## src/rtl/dpm_pkg.sv

```systemverilog
package dpm_pkg;

   typedef enum logic [3:0] {
      ST_IDLE,
      ST_PRE,
      ST_ACT,
      ST_RCD,
      ST_COL,
      ST_DATA,
      ST_RPRE,
      ST_RACT,
      ST_RWB
   } dpm_state_e;

   function automatic int dpm_max(input int a, input int b);
      return (a > b) ? a : b;
   endfunction

endpackage

```

## src/rtl/dpm_core.sv

```systemverilog
module dpm_core #(
   parameter int ROWS   = 4,
   parameter int COLS   = 4,
   parameter int WORD_W = 8,
   parameter int MUX_W  = 2
) (
   input  logic              clk,
   input  logic              rst_n,
   input  logic              ras_i,
   input  logic              cas_i,
   input  logic              pre_i,
   input  logic              we_i,
   input  logic [MUX_W-1:0]  addr_i,
   input  logic [WORD_W-1:0] din_i,
   output logic [WORD_W-1:0] dout_o
);
   localparam int ROW_W = $clog2(ROWS);
   localparam int COL_W = $clog2(COLS);

   typedef logic [COLS-1:0][WORD_W-1:0] row_t;

   row_t             cells [ROWS];
   row_t             rowbuf_q;
   logic [ROW_W-1:0] latched_row_q;
   logic             loaded_q;
   logic [ROWS-1:0]  wb_hit;
   logic [COLS-1:0]  col_hit;

   // one storage row per generate iteration, written back on precharge
   for (genvar r = 0; r < ROWS; r++) begin : g_row
      assign wb_hit[r] = pre_i && (latched_row_q == ROW_W'(r));
      always_ff @(posedge clk or negedge rst_n) begin
         if (!rst_n)         cells[r] <= '0;
         else if (wb_hit[r]) cells[r] <= rowbuf_q;
      end
   end

   for (genvar c = 0; c < COLS; c++) begin : g_col
      assign col_hit[c] = (addr_i[COL_W-1:0] == COL_W'(c));
   end

   always_ff @(posedge clk or negedge rst_n) begin
      if (!rst_n) begin
         rowbuf_q      <= '0;
         latched_row_q <= '0;
         loaded_q      <= 1'b0;
         dout_o        <= '0;
      end else if (ras_i) begin
         rowbuf_q      <= cells[addr_i[ROW_W-1:0]];
         latched_row_q <= addr_i[ROW_W-1:0];
         loaded_q      <= 1'b1;
      end else if (cas_i) begin
         for (int c = 0; c < COLS; c++) begin
            if (col_hit[c] && we_i) rowbuf_q[c] <= din_i;
         end
         if (!we_i) dout_o <= rowbuf_q[addr_i[COL_W-1:0]];
      end
   end

   AST_PRE_NEEDS_ROW: assert property (@(posedge clk) disable iff (!rst_n)
      pre_i |-> loaded_q);
   AST_CAS_NEEDS_ROW: assert property (@(posedge clk) disable iff (!rst_n)
      cas_i |-> loaded_q);
   AST_ONE_COMMAND: assert property (@(posedge clk) disable iff (!rst_n)
      $countones({ras_i, cas_i, pre_i}) <= 1);

endmodule

```

## src/rtl/dpm_refresh.sv

```systemverilog
module dpm_refresh #(
   parameter int INTERVAL = 640
) (
   input  logic clk,
   input  logic rst_n,
   input  logic start_i,
   output logic due_o
);
   localparam int CNT_W = $clog2(INTERVAL);

   logic [CNT_W-1:0] tick_q;

   always_ff @(posedge clk or negedge rst_n) begin
      if (!rst_n) begin
         tick_q <= '0;
         due_o  <= 1'b0;
      end else begin
         if (tick_q == CNT_W'(INTERVAL - 1)) tick_q <= '0;
         else                                tick_q <= tick_q + 1'b1;
         if (tick_q == CNT_W'(INTERVAL - 1)) due_o <= 1'b1;
         else if (start_i)                   due_o <= 1'b0;
      end
   end

   AST_DUE_STICKY: assert property (@(posedge clk) disable iff (!rst_n)
      (due_o && !start_i) |=> due_o);
   AST_START_WHEN_DUE: assert property (@(posedge clk) disable iff (!rst_n)
      start_i |-> due_o);

endmodule

```

## src/rtl/dpm_seq.sv

```systemverilog
module dpm_seq
   import dpm_pkg::*;
#(
   parameter int ROWS  = 4,
   parameter int COLS  = 4,
   parameter int T_RCD = 2,
   parameter int T_CL  = 2,
   parameter int MUX_W = 2
) (
   input  logic                                 clk,
   input  logic                                 rst_n,
   input  logic                                 req_i,
   input  logic                                 we_i,
   input  logic [$clog2(ROWS)+$clog2(COLS)-1:0] addr_i,
   input  logic                                 ref_due_i,
   output logic                                 ref_start_o,
   output logic                                 ras_o,
   output logic                                 cas_o,
   output logic                                 pre_o,
   output logic                                 cwe_o,
   output logic [MUX_W-1:0]                     mux_o,
   output logic                                 ack_o
);
   localparam int ROW_W = $clog2(ROWS);
   localparam int COL_W = $clog2(COLS);
   localparam int CNT_W = $clog2(dpm_max(T_RCD, T_CL) + 1) + 1;

   if (T_RCD < 1 || T_CL < 1 || T_RCD > 64 || T_CL > 64) begin : g_bad_timing
      $error("dpm_seq: T_RCD and T_CL must lie in 1..64");
   end

   dpm_state_e       state_q;
   logic [ROW_W-1:0] row_q, open_row_q, ridx_q;
   logic [COL_W-1:0] col_q;
   logic             we_q, open_q;
   logic [CNT_W-1:0] cnt_q;
   logic             row_hit;

   assign row_hit = open_q && (addr_i[ROW_W+COL_W-1:COL_W] == open_row_q);

   always_ff @(posedge clk or negedge rst_n) begin
      if (!rst_n) begin
         state_q    <= ST_IDLE;
         row_q      <= '0;
         col_q      <= '0;
         we_q       <= 1'b0;
         open_row_q <= '0;
         open_q     <= 1'b0;
         ridx_q     <= '0;
         cnt_q      <= '0;
      end else begin
         unique case (state_q)
            ST_IDLE: begin
               if (ref_due_i) begin
                  state_q <= ST_RPRE;
               end else if (req_i) begin
                  row_q <= addr_i[ROW_W+COL_W-1:COL_W];
                  col_q <= addr_i[COL_W-1:0];
                  we_q  <= we_i;
                  if (row_hit)     state_q <= ST_COL;
                  else if (open_q) state_q <= ST_PRE;
                  else             state_q <= ST_ACT;
               end
            end
            ST_PRE: state_q <= ST_ACT;
            ST_ACT: begin
               open_row_q <= row_q;
               open_q     <= 1'b1;
               if (T_RCD > 1) begin
                  cnt_q   <= CNT_W'(T_RCD - 2);
                  state_q <= ST_RCD;
               end else begin
                  state_q <= ST_COL;
               end
            end
            ST_RCD: begin
               if (cnt_q == '0) state_q <= ST_COL;
               else             cnt_q   <= cnt_q - 1'b1;
            end
            ST_COL: begin
               cnt_q   <= CNT_W'(T_CL - 1);
               state_q <= ST_DATA;
            end
            ST_DATA: begin
               if (cnt_q == '0) state_q <= ST_IDLE;
               else             cnt_q   <= cnt_q - 1'b1;
            end
            ST_RPRE: begin
               open_q  <= 1'b0;
               ridx_q  <= '0;
               state_q <= ST_RACT;
            end
            ST_RACT: state_q <= ST_RWB;
            ST_RWB: begin
               if (ridx_q == ROW_W'(ROWS - 1)) begin
                  state_q <= ST_IDLE;
               end else begin
                  ridx_q  <= ridx_q + 1'b1;
                  state_q <= ST_RACT;
               end
            end
            default: state_q <= ST_IDLE;
         endcase
      end
   end

   always_comb begin
      ras_o       = (state_q == ST_ACT) || (state_q == ST_RACT);
      cas_o       = (state_q == ST_COL);
      pre_o       = (state_q == ST_PRE) || (state_q == ST_RWB) ||
                    ((state_q == ST_RPRE) && open_q);
      cwe_o       = cas_o && we_q;
      ack_o       = (state_q == ST_DATA) && (cnt_q == '0);
      ref_start_o = (state_q == ST_IDLE) && ref_due_i;
      unique case (state_q)
         ST_ACT:  mux_o = MUX_W'(row_q);
         ST_RACT: mux_o = MUX_W'(ridx_q);
         ST_COL:  mux_o = MUX_W'(col_q);
         default: mux_o = '0;
      endcase
   end

   // gap counters for the timing checks
   logic [7:0] since_ras_q, since_cas_q;
   always_ff @(posedge clk or negedge rst_n) begin
      if (!rst_n) begin
         since_ras_q <= '0;
         since_cas_q <= '0;
      end else begin
         if (ras_o)                 since_ras_q <= 8'd1;
         else if (since_ras_q != '1) since_ras_q <= since_ras_q + 1'b1;
         if (cas_o)                 since_cas_q <= 8'd1;
         else if (since_cas_q != '1) since_cas_q <= since_cas_q + 1'b1;
      end
   end

   AST_RCD_GAP: assert property (@(posedge clk) disable iff (!rst_n)
      cas_o |-> (since_ras_q >= 8'(T_RCD)));
   AST_CL_GAP: assert property (@(posedge clk) disable iff (!rst_n)
      ack_o |-> (since_cas_q == 8'(T_CL)));
   AST_ACK_PULSE: assert property (@(posedge clk) disable iff (!rst_n)
      ack_o |=> !ack_o);
   AST_CAS_OPEN: assert property (@(posedge clk) disable iff (!rst_n)
      cas_o |-> open_q);
   AST_REF_CLOSES: assert property (@(posedge clk) disable iff (!rst_n)
      ref_start_o |=> ##1 !open_q);

endmodule

```

## src/rtl/dram_page_ctrl.sv

```systemverilog
module dram_page_ctrl #(
   parameter int ROWS           = 4,
   parameter int COLS           = 4,
   parameter int WORD_W         = 8,
   parameter int T_RCD          = 2,
   parameter int T_CL           = 2,
   parameter int REFRESH_CYCLES = 640
) (
   input  logic                                 clk,
   input  logic                                 rst_n,
   input  logic                                 req_i,
   input  logic                                 we_i,
   input  logic [$clog2(ROWS)+$clog2(COLS)-1:0] addr_i,
   input  logic [WORD_W-1:0]                    wdata_i,
   output logic                                 ack_o,
   output logic [WORD_W-1:0]                    rdata_o,
   output logic                                 ras_o,
   output logic                                 cas_o,
   output logic                                 pre_o,
   output logic [((ROWS > COLS) ? $clog2(ROWS) : $clog2(COLS))-1:0] bus_addr_o
);
   localparam int MUX_W = (ROWS > COLS) ? $clog2(ROWS) : $clog2(COLS);

   if (ROWS < 2 || (ROWS & (ROWS - 1)) != 0) begin : g_bad_rows
      $error("dram_page_ctrl: ROWS must be a power of two >= 2");
   end
   if (COLS < 2 || (COLS & (COLS - 1)) != 0) begin : g_bad_cols
      $error("dram_page_ctrl: COLS must be a power of two >= 2");
   end
   if (REFRESH_CYCLES < 2 * ROWS + 4) begin : g_bad_refresh
      $error("dram_page_ctrl: REFRESH_CYCLES shorter than one refresh burst");
   end

   logic ref_due, ref_start, cwe;

   dpm_refresh #(
      .INTERVAL (REFRESH_CYCLES)
   ) i_refresh (
      .clk     (clk),
      .rst_n   (rst_n),
      .start_i (ref_start),
      .due_o   (ref_due)
   );

   dpm_seq #(
      .ROWS  (ROWS),
      .COLS  (COLS),
      .T_RCD (T_RCD),
      .T_CL  (T_CL),
      .MUX_W (MUX_W)
   ) i_seq (
      .clk         (clk),
      .rst_n       (rst_n),
      .req_i       (req_i),
      .we_i        (we_i),
      .addr_i      (addr_i),
      .ref_due_i   (ref_due),
      .ref_start_o (ref_start),
      .ras_o       (ras_o),
      .cas_o       (cas_o),
      .pre_o       (pre_o),
      .cwe_o       (cwe),
      .mux_o       (bus_addr_o),
      .ack_o       (ack_o)
   );

   dpm_core #(
      .ROWS   (ROWS),
      .COLS   (COLS),
      .WORD_W (WORD_W),
      .MUX_W  (MUX_W)
   ) i_core (
      .clk    (clk),
      .rst_n  (rst_n),
      .ras_i  (ras_o),
      .cas_i  (cas_o),
      .pre_i  (pre_o),
      .we_i   (cwe),
      .addr_i (bus_addr_o),
      .din_i  (wdata_i),
      .dout_o (rdata_o)
   );

   AST_NO_SPURIOUS_ACK: assert property (@(posedge clk) disable iff (!rst_n)
      ack_o |-> $past(req_i));

endmodule

```

## config.mk

```make
export PLATFORM = sky130hd
export DESIGN_NAME = dram_page_ctrl
export DESIGN_NICKNAME = d
export VERILOG_FILES = /design/src/rtl/dpm_pkg.sv /design/src/rtl/dpm_core.sv /design/src/rtl/dpm_refresh.sv /design/src/rtl/dpm_seq.sv /design/src/rtl/dram_page_ctrl.sv
export SDC_FILE = /design/constraint.sdc
export NUM_CORES = 1
export LEC_CHECK = 0
export BUFFER_PORTS_ARGS = -buffer_cell sky130_fd_sc_hd__buf_2
export CELL_PAD_IN_SITES_DETAIL_PLACEMENT = 0
export CELL_PAD_IN_SITES_GLOBAL_PLACEMENT = 2
export CORE_MARGIN = 4
export CORE_UTILIZATION = 47
export DETAILED_ROUTE_END_ITERATION = 8
export PLACE_DENSITY = 0.82
export SETUP_SLACK_MARGIN = 0.02
export SLEW_MARGIN = 40
export SYNTH_ARGS = -nofsm -noshare
export SYNTH_HDL_FRONTEND = slang
export SYNTH_SLANG_ARGS = --single-unit
```

## constraint.sdc

```tcl
create_clock -name clk -period 3.02 [get_ports clk]
set_input_delay 0.604 -clock clk [delete_from_list [all_inputs] [get_ports clk]]
set_output_delay 0.604 -clock clk [all_outputs]
set_load 0.01 [all_outputs]
```

* Word level (Yosys, flattened, before mapping)
Index checks and enable logic that the tools add are counted.
Cells by class: magnitude comparators 2, reduce and logical (&&, ||, !) cells 39, divide/modulo/power cells 0, shift-type cells 0, eq/ne operators 22, add/subtract/negate cells 3, muxes and demuxes 28, bitwise logic cells 4, $mul 0
Operators by type and width (count):
- $mux W32 | 4
- $bmux W32 S2 | 1
- $mux W8 | 5
- $pmux W4 S9 | 1
- $mux W4 | 5
- $bmux W8 S2 | 1
- $eq A4 B3 Y1 const B | 4
- $reduce_bool A2 Y1 | 8
- $logic_and A1 B1 Y1 | 13
- $reduce_and A2 Y1 | 6
- $add A10 B1 Y10 const B | 1
- $eq A10 B10 Y1 const B | 1
- $eq A2 B2 Y1 const B | 5
- $mux W10 | 1
- $pmux W3 S3 | 1
- $reduce_and A3 Y1 | 3
- $eq A4 B2 Y1 const B | 2
- $mux W3 | 2
- $pmux W2 S3 | 1
- $eq A2 B1 Y1 const B | 2
- $eq A4 B1 Y1 const B | 1
- $eq A4 B4 Y1 const B | 1
- $logic_not A2 Y1 | 2
- $logic_not A4 Y1 | 1
- other kinds (18) | 26
Word-level totals: register bits 198, memories 0, bits in latches 0, input bits 16, word-level logic and storage cells 130, ROM bits 0, output and inout port bits 14, bits in writable memories 0

* Logic depth before layout (Yosys ltp)
word-level depth 7, gate-level depth with buffers 9, depth with buffers taken out 7

* Hierarchy
A second synthesis with hierarchy kept.
Unflattened totals: cell total of the unflattened synthesis 701, area, all modules 9407.8 µm²
Modules (own cells, without submodules):
- dpm_core | seq. area each 4254.1 µm², cells an instance 538, area an instance 7773.7 µm², times used 1
- dpm_seq | seq. area each 425.4 µm², cells an instance 116, area an instance 1121.1 µm², times used 1
- dpm_refresh | seq. area each 275.3 µm², cells an instance 47, area an instance 513.0 µm², times used 1

* Worst setup path after synthesis
No wires, ideal clock.
path kind reg-to-output, start reg i_seq.state_q[3], end out bus_addr_o[1] in the netlist's numbering, stages on the path, launching flop included 6, path slack 0.852 ns, path buffers 2, arrival time 1.564 ns, cells stage by stage dfrtp_1 -> nand2b_1 -> or3_1 -> clkbuf_1 -> nand2_2 -> buf_4
Between the ends: cells in the longest elaborated chain, start to end 2, elaborated cells on any way between the ends 4, those cells by class eq/ne: 3; mux: 1
RTL lines:
- start: declaration | line dpm_seq.sv:32 | dpm_state_e state_q;
- start signal: assignment | line dpm_seq.sv:43 | state_q <= ST_IDLE;
- start signal: assignment | line dpm_seq.sv:55 | state_q <= ST_RPRE;
- start signal: assignment | line dpm_seq.sv:60 | if (row_hit) state_q <= ST_COL;
- $eq A4 B3 Y1 or $eq A4 B2 Y1 (tied branches) | line dpm_seq.sv:115 | unique case (state_q)
- $pmux W2 S3 (*) | line dpm_seq.sv:115
- end: declaration | line dram_page_ctrl.sv:20 | output logic [((ROWS > COLS) ? $clog2(ROWS) : $clog2(COLS))-1:0] bus_addr_o
Mark *: on every way between the ends. The rest lies on a longest branch, timed or not.

* Final worst setup path
start reg i_seq.state_q[0], end out bus_addr_o[0] in the netlist's numbering
Same word-level chain as after synthesis.

==> run_summary.xml <==
<?xml version="1.0" encoding="UTF-8"?>
<metrics>
  <group name="logic_synthesis">
    <metric name="avgSynthCellArea" unit="um2">12.4</metric>
    <metric name="warnings_synthesis" unit="">0</metric>
    <metric name="synth_flop_cell" unit="">sky130_fd_sc_hd__dfrtp_1</metric>
    <metric name="ys_ff_latch" unit="">198</metric>
    <metric name="synthDistinctLibCells" unit="">58</metric>
    <metric name="post_synthesis_net_count" unit="">774</metric>
    <metric name="number_of_instances_in_the_synthesized_netlist" unit="">754</metric>
    <metric name="synth_seq_area_share" unit="">0.531</metric>
    <metric name="synth_area_leaders" unit="">sky130_fd_sc_hd__dfrtp_1 (53%), sky130_fd_sc_hd__mux2_2 (16%), sky130_fd_sc_hd__mux2i_1 (4.4%), sky130_fd_sc_hd__a31o_2 (2.2%), sky130_fd_sc_hd__and3_1 (2.0%)</metric>
    <metric name="synth.cell_area" unit="um2">9330</metric>
    <metric name="postSynth.asyncResetShare" unit="">1.00</metric>
    <metric name="edff_count_synth" unit="">0</metric>
    <metric name="synth_area_leader_cell" unit="">sky130_fd_sc_hd__dfrtp_1</metric>
    <metric name="top_area_cell_type_share_of_the_netlist_area" unit="">0.531</metric>
  </group>
  <group name="placed_design">
    <metric name="hpwl_dp" unit="um">14900</metric>
    <metric name="port_buffers" unit="">29</metric>
    <metric name="gp_congestion" unit="">0.791</metric>
  </group>
  <group name="cells_and_area">
    <metric name="multiInputGateArea" unit="um2">4110</metric>
    <metric name="fillers" unit="">1681</metric>
    <metric name="total_nets_final" unit="">807</metric>
    <metric name="layout-drive-gt1-share" unit="">0.349</metric>
    <metric name="antenna_cells" unit="">0</metric>
    <metric name="syn_to_final_growth" unit="%">13.0</metric>
    <metric name="final-seq-area" unit="um2">4960</metric>
  </group>
  <group name="drt">
    <metric name="dr.pass1.iters" unit="">5</metric>
    <metric name="detail-route-antenna-nets" unit="">0</metric>
    <metric name="drt-wirelength-per-cell" unit="um">21.9</metric>
    <metric name="drc" unit="">0</metric>
    <metric name="vias" unit="">6376</metric>
    <metric name="wl" unit="um">23300</metric>
    <metric name="post_drt_via_cell_ratio" unit="">5.99</metric>
    <metric name="initialDrtViolationCount" unit="">543</metric>
  </group>
  <group name="timing">
    <metric name="tightest_slew" unit="ns">0.670</metric>
    <metric name="clock.fmax" unit="GHz">0.351</metric>
    <metric name="final_cycle_share" unit="">0.945</metric>
    <metric name="report.final.setup_viol" unit="">0</metric>
    <metric name="final-hold-violation-count" unit="">0</metric>
    <metric name="totalNegativeSetupSlack" unit="ns">0</metric>
    <metric name="rsz0062_at_grt" unit="">no</metric>
    <metric name="timing.slew.headroom" unit="">0.553</metric>
    <metric name="period_minus_slack" unit="ns">2.85</metric>
    <metric name="report.final.slew_viol_count" unit="">0</metric>
    <metric name="fin_worst_skew" unit="ns">0.00911</metric>
  </group>
  <group name="clocking">
    <metric name="worstSkewPairLatency" unit="ns">0.44</metric>
    <metric name="ctsRootBufferMaster" unit="">sky130_fd_sc_hd__clkbuf_16</metric>
    <metric name="postCtsSetupBuffers" unit="">0</metric>
    <metric name="cts_max_level" unit="">4</metric>
    <metric name="cts_buffer_depth" unit="">2</metric>
    <metric name="clock_sink_count" unit="">198</metric>
    <metric name="cts_inserted_buffers" unit="">17</metric>
    <metric name="cts_tree" unit="">done</metric>
    <metric name="cts.clk_slew.worst_paths" unit="ns">0.07</metric>
  </group>
  <group name="critical_path">
    <metric name="slowest_stage" unit="">sky130_fd_sc_hd__or4b_4</metric>
    <metric name="buffer_and_inverter_count_on_the_worst_path" unit="">2</metric>
    <metric name="worst-endpoint-required" unit="ns">2.42</metric>
    <metric name="crit_family" unit="">simple AND/OR/NAND/NOR gates</metric>
    <metric name="worstSetupPathDepth" unit="">5</metric>
    <metric name="worst_path_max_stage_delay" unit="ns">0.56</metric>
    <metric name="cp_cell_sequence" unit="">or4b_4, clkinv_2, nand2_2, nand2_2, buf_2</metric>
    <metric name="r2r_cells" unit="">7</metric>
    <metric name="timing.critical_path.from_type" unit="">register</metric>
    <metric name="arrival" unit="ns">2.25</metric>
    <metric name="crit_type" unit="">reg -&gt; out</metric>
    <metric name="crit_top_cell" unit="">sky130_fd_sc_hd__nand2_2</metric>
    <metric name="worstPathMaxFanout" unit="">20</metric>
    <metric name="cp-end-kind" unit="">primary output</metric>
    <metric name="timing.reg2reg.setup_slack" unit="ns">0.32</metric>
  </group>
  <group name="grt">
    <metric name="met2_capacity_usage_during_global_routing" unit="">0.340</metric>
    <metric name="groute.layer.met1.usage" unit="">0.323</metric>
    <metric name="grt_start_max_net_pins" unit="">75</metric>
    <metric name="grt.busiest_layer" unit="">met2</metric>
    <metric name="met3_usage" unit="">0.0441</metric>
    <metric name="overflow" unit="">0</metric>
    <metric name="grt_pass1_wl" unit="um">37900</metric>
    <metric name="number_of_antenna_violations_at_the_first_check_in_global_routing" unit="">0</metric>
    <metric name="track_usage" unit="">0.221</metric>
    <metric name="grt_pass1_vias" unit="">6681</metric>
  </group>
  <group name="job">
    <metric name="cap_viol_max_count" unit="">0</metric>
  </group>
  <group name="outcome">
    <metric name="outcome" unit="">finished clean</metric>
  </group>
  <group name="floorplanning">
    <metric name="initial_core_util" unit="">0.479</metric>
    <metric name="die_h" unit="um">149</metric>
    <metric name="area_of_the_core" unit="um2">19500</metric>
    <metric name="fp.dieArea" unit="um2">22200</metric>
    <metric name="row_count" unit="">51</metric>
    <metric name="floorplan.die.width" unit="um">149</metric>
    <metric name="io_count" unit="">30</metric>
  </group>
  <group name="min_path">
    <metric name="hold_path_class" unit="">in -&gt; async</metric>
  </group>
  <group name="power_and_ir_drop">
    <metric name="power.leakage" unit="nW">4.89</metric>
    <metric name="vdd_drop_max" unit="uV">508</metric>
    <metric name="power_per_cell_area" unit="nW/um2">1070</metric>
    <metric name="overall_power_after_layout" unit="mW">11.3</metric>
  </group>
</metrics>
placed cells by master (no fill, tap or decap), types with 4 or more instances in the layout:
cell / n
sky130_fd_sc_hd__dfrtp_1: 197
sky130_fd_sc_hd__mux2_2: 136
sky130_fd_sc_hd__mux2i_1: 41
sky130_fd_sc_hd__nand2_1: 38
sky130_fd_sc_hd__and3_1: 30
sky130_fd_sc_hd__a21oi_1: 29
sky130_fd_sc_hd__buf_2: 28
sky130_fd_sc_hd__buf_4: 28
sky130_fd_sc_hd__nor2_1: 25
sky130_fd_sc_hd__a211oi_1: 24
sky130_fd_sc_hd__a31o_2: 23
sky130_fd_sc_hd__o221ai_1: 17
sky130_fd_sc_hd__clkbuf_16: 17
sky130_fd_sc_hd__o41ai_1: 16
sky130_fd_sc_hd__nand3_1: 15
sky130_fd_sc_hd__inv_1: 11
sky130_fd_sc_hd__o21ai_0: 11
sky130_fd_sc_hd__and2_1: 7
sky130_fd_sc_hd__inv_6: 7
sky130_fd_sc_hd__xnor2_1: 6
sky130_fd_sc_hd__xor2_1: 6
sky130_fd_sc_hd__o41ai_2: 6
sky130_fd_sc_hd__buf_12: 6
sky130_fd_sc_hd__o21ai_2: 4
sky130_fd_sc_hd__nand2b_1: 4
sky130_fd_sc_hd__ha_1: 4
sequential cells by signal (all words and copies together), names as in the netlist, 2 cells and up:
signal and count:
i_refresh.tick_q 10, i_seq.state_q 4, i_core.rowbuf_q 32, i_seq.cnt_q 3, i_seq.row_q 2, i_seq.open_row_q 2
i_seq.ridx_q 2, i_seq.col_q 2, i_core.latched_row_q 2, i_core.dout_o 8, i_core.cells 128
layout make-up:
cell class	count	area share
sequential	198	0.470
multi-input combinational	495	0.390
clock inverter	15	0.0180
tap	265	0.0315
timing repair buffer	63	0.0459
clock buffer	17	0.0404
inverter	12	0.00439
cells in the mapped netlist, types with 16 or more instances:
| master | n |
|---|---|
| sky130_fd_sc_hd__dfrtp_1 | 198 |
| sky130_fd_sc_hd__nor2_1 | 25 |
| sky130_fd_sc_hd__o221ai_1 | 17 |
| sky130_fd_sc_hd__mux2i_1 | 41 |
| sky130_fd_sc_hd__a21oi_1 | 29 |
| sky130_fd_sc_hd__a211oi_1 | 24 |
| sky130_fd_sc_hd__and3_1 | 30 |
| sky130_fd_sc_hd__nand3_1 | 16 |
| sky130_fd_sc_hd__nand2_1 | 38 |
| sky130_fd_sc_hd__o41ai_1 | 16 |
| sky130_fd_sc_hd__buf_2 | 25 |
| sky130_fd_sc_hd__clkbuf_1 | 18 |
| sky130_fd_sc_hd__mux2_2 | 136 |
| sky130_fd_sc_hd__a31o_2 | 23 |
through the flow:
step | instances | hold WS [ns] | utilization | cell area, um2 | setup slack (ns)
finish | 1065 | 0.165 | 0.542 | 10500 | 0.168
global route | 1065 | 0.204 | 0.542 | 10500 | 0.0466
CTS | 1065 | 0.193 | 0.542 | 10500 | 0.114
detailed placement | 1033 | 0.472 | 0.510 | 9930 | 0.305
global placement | 1033 | 0.458 | 0.510 | 9930 | 0.378
floorplan | 754 | 0.308 | - | 9330 | 0.852
final timing paths:
| path | from | to |
|---|---|---|
| worst max-delay path | i_seq.state_q[0] | bus_addr_o[0] |
| worst min-delay path | rst_n | i_seq.cnt_q[0] |
| worst max register to register | i_seq.state_q[0] | i_core.cells[36] |
| worst min register to register | i_refresh.tick_q[0] | i_refresh.tick_q[0] |
| max in group asynchronous | rst_n | i_core.cells[73] |
| min in group clk | addr_i[1] | i_seq.col_q[1] |
metal layers:
| layer | share of wire | vias up |
|---|---|---|
| met5 | 0 | - |
| met4 | 0.012 | 0 |
| met3 | 0.048 | 24 |
| met2 | 0.47 | 158 |
| met1 | 0.47 | 3320 |
| li1 | - | 2874 |
kinds of logic after synthesis:
kind of cell | share of synthesized area
flops | 0.531
mux | 0.208
compound gates | 0.129
simple gates | 0.0842
buf+inv | 0.0312
xor+xnor | 0.0113
fa+ha+maj | 0.00537
repair_timing:
action                                  in CTS  in global routing
resized for setup                            0                  1
endpoints found under the setup margin       0                  1
endpoints found under the hold margin        0                  0
hold buffers                                 0                  0
power by group:
group          total, mW  internal [mW]  switching, mW  leakage (nW)
clock               2.40           1.33           1.07         0.306
sequential          4.40           3.62          0.780          2.57
combinational       4.51           2.03           2.48          2.02
Note: power is estimated with default switching activity, not from simulation.
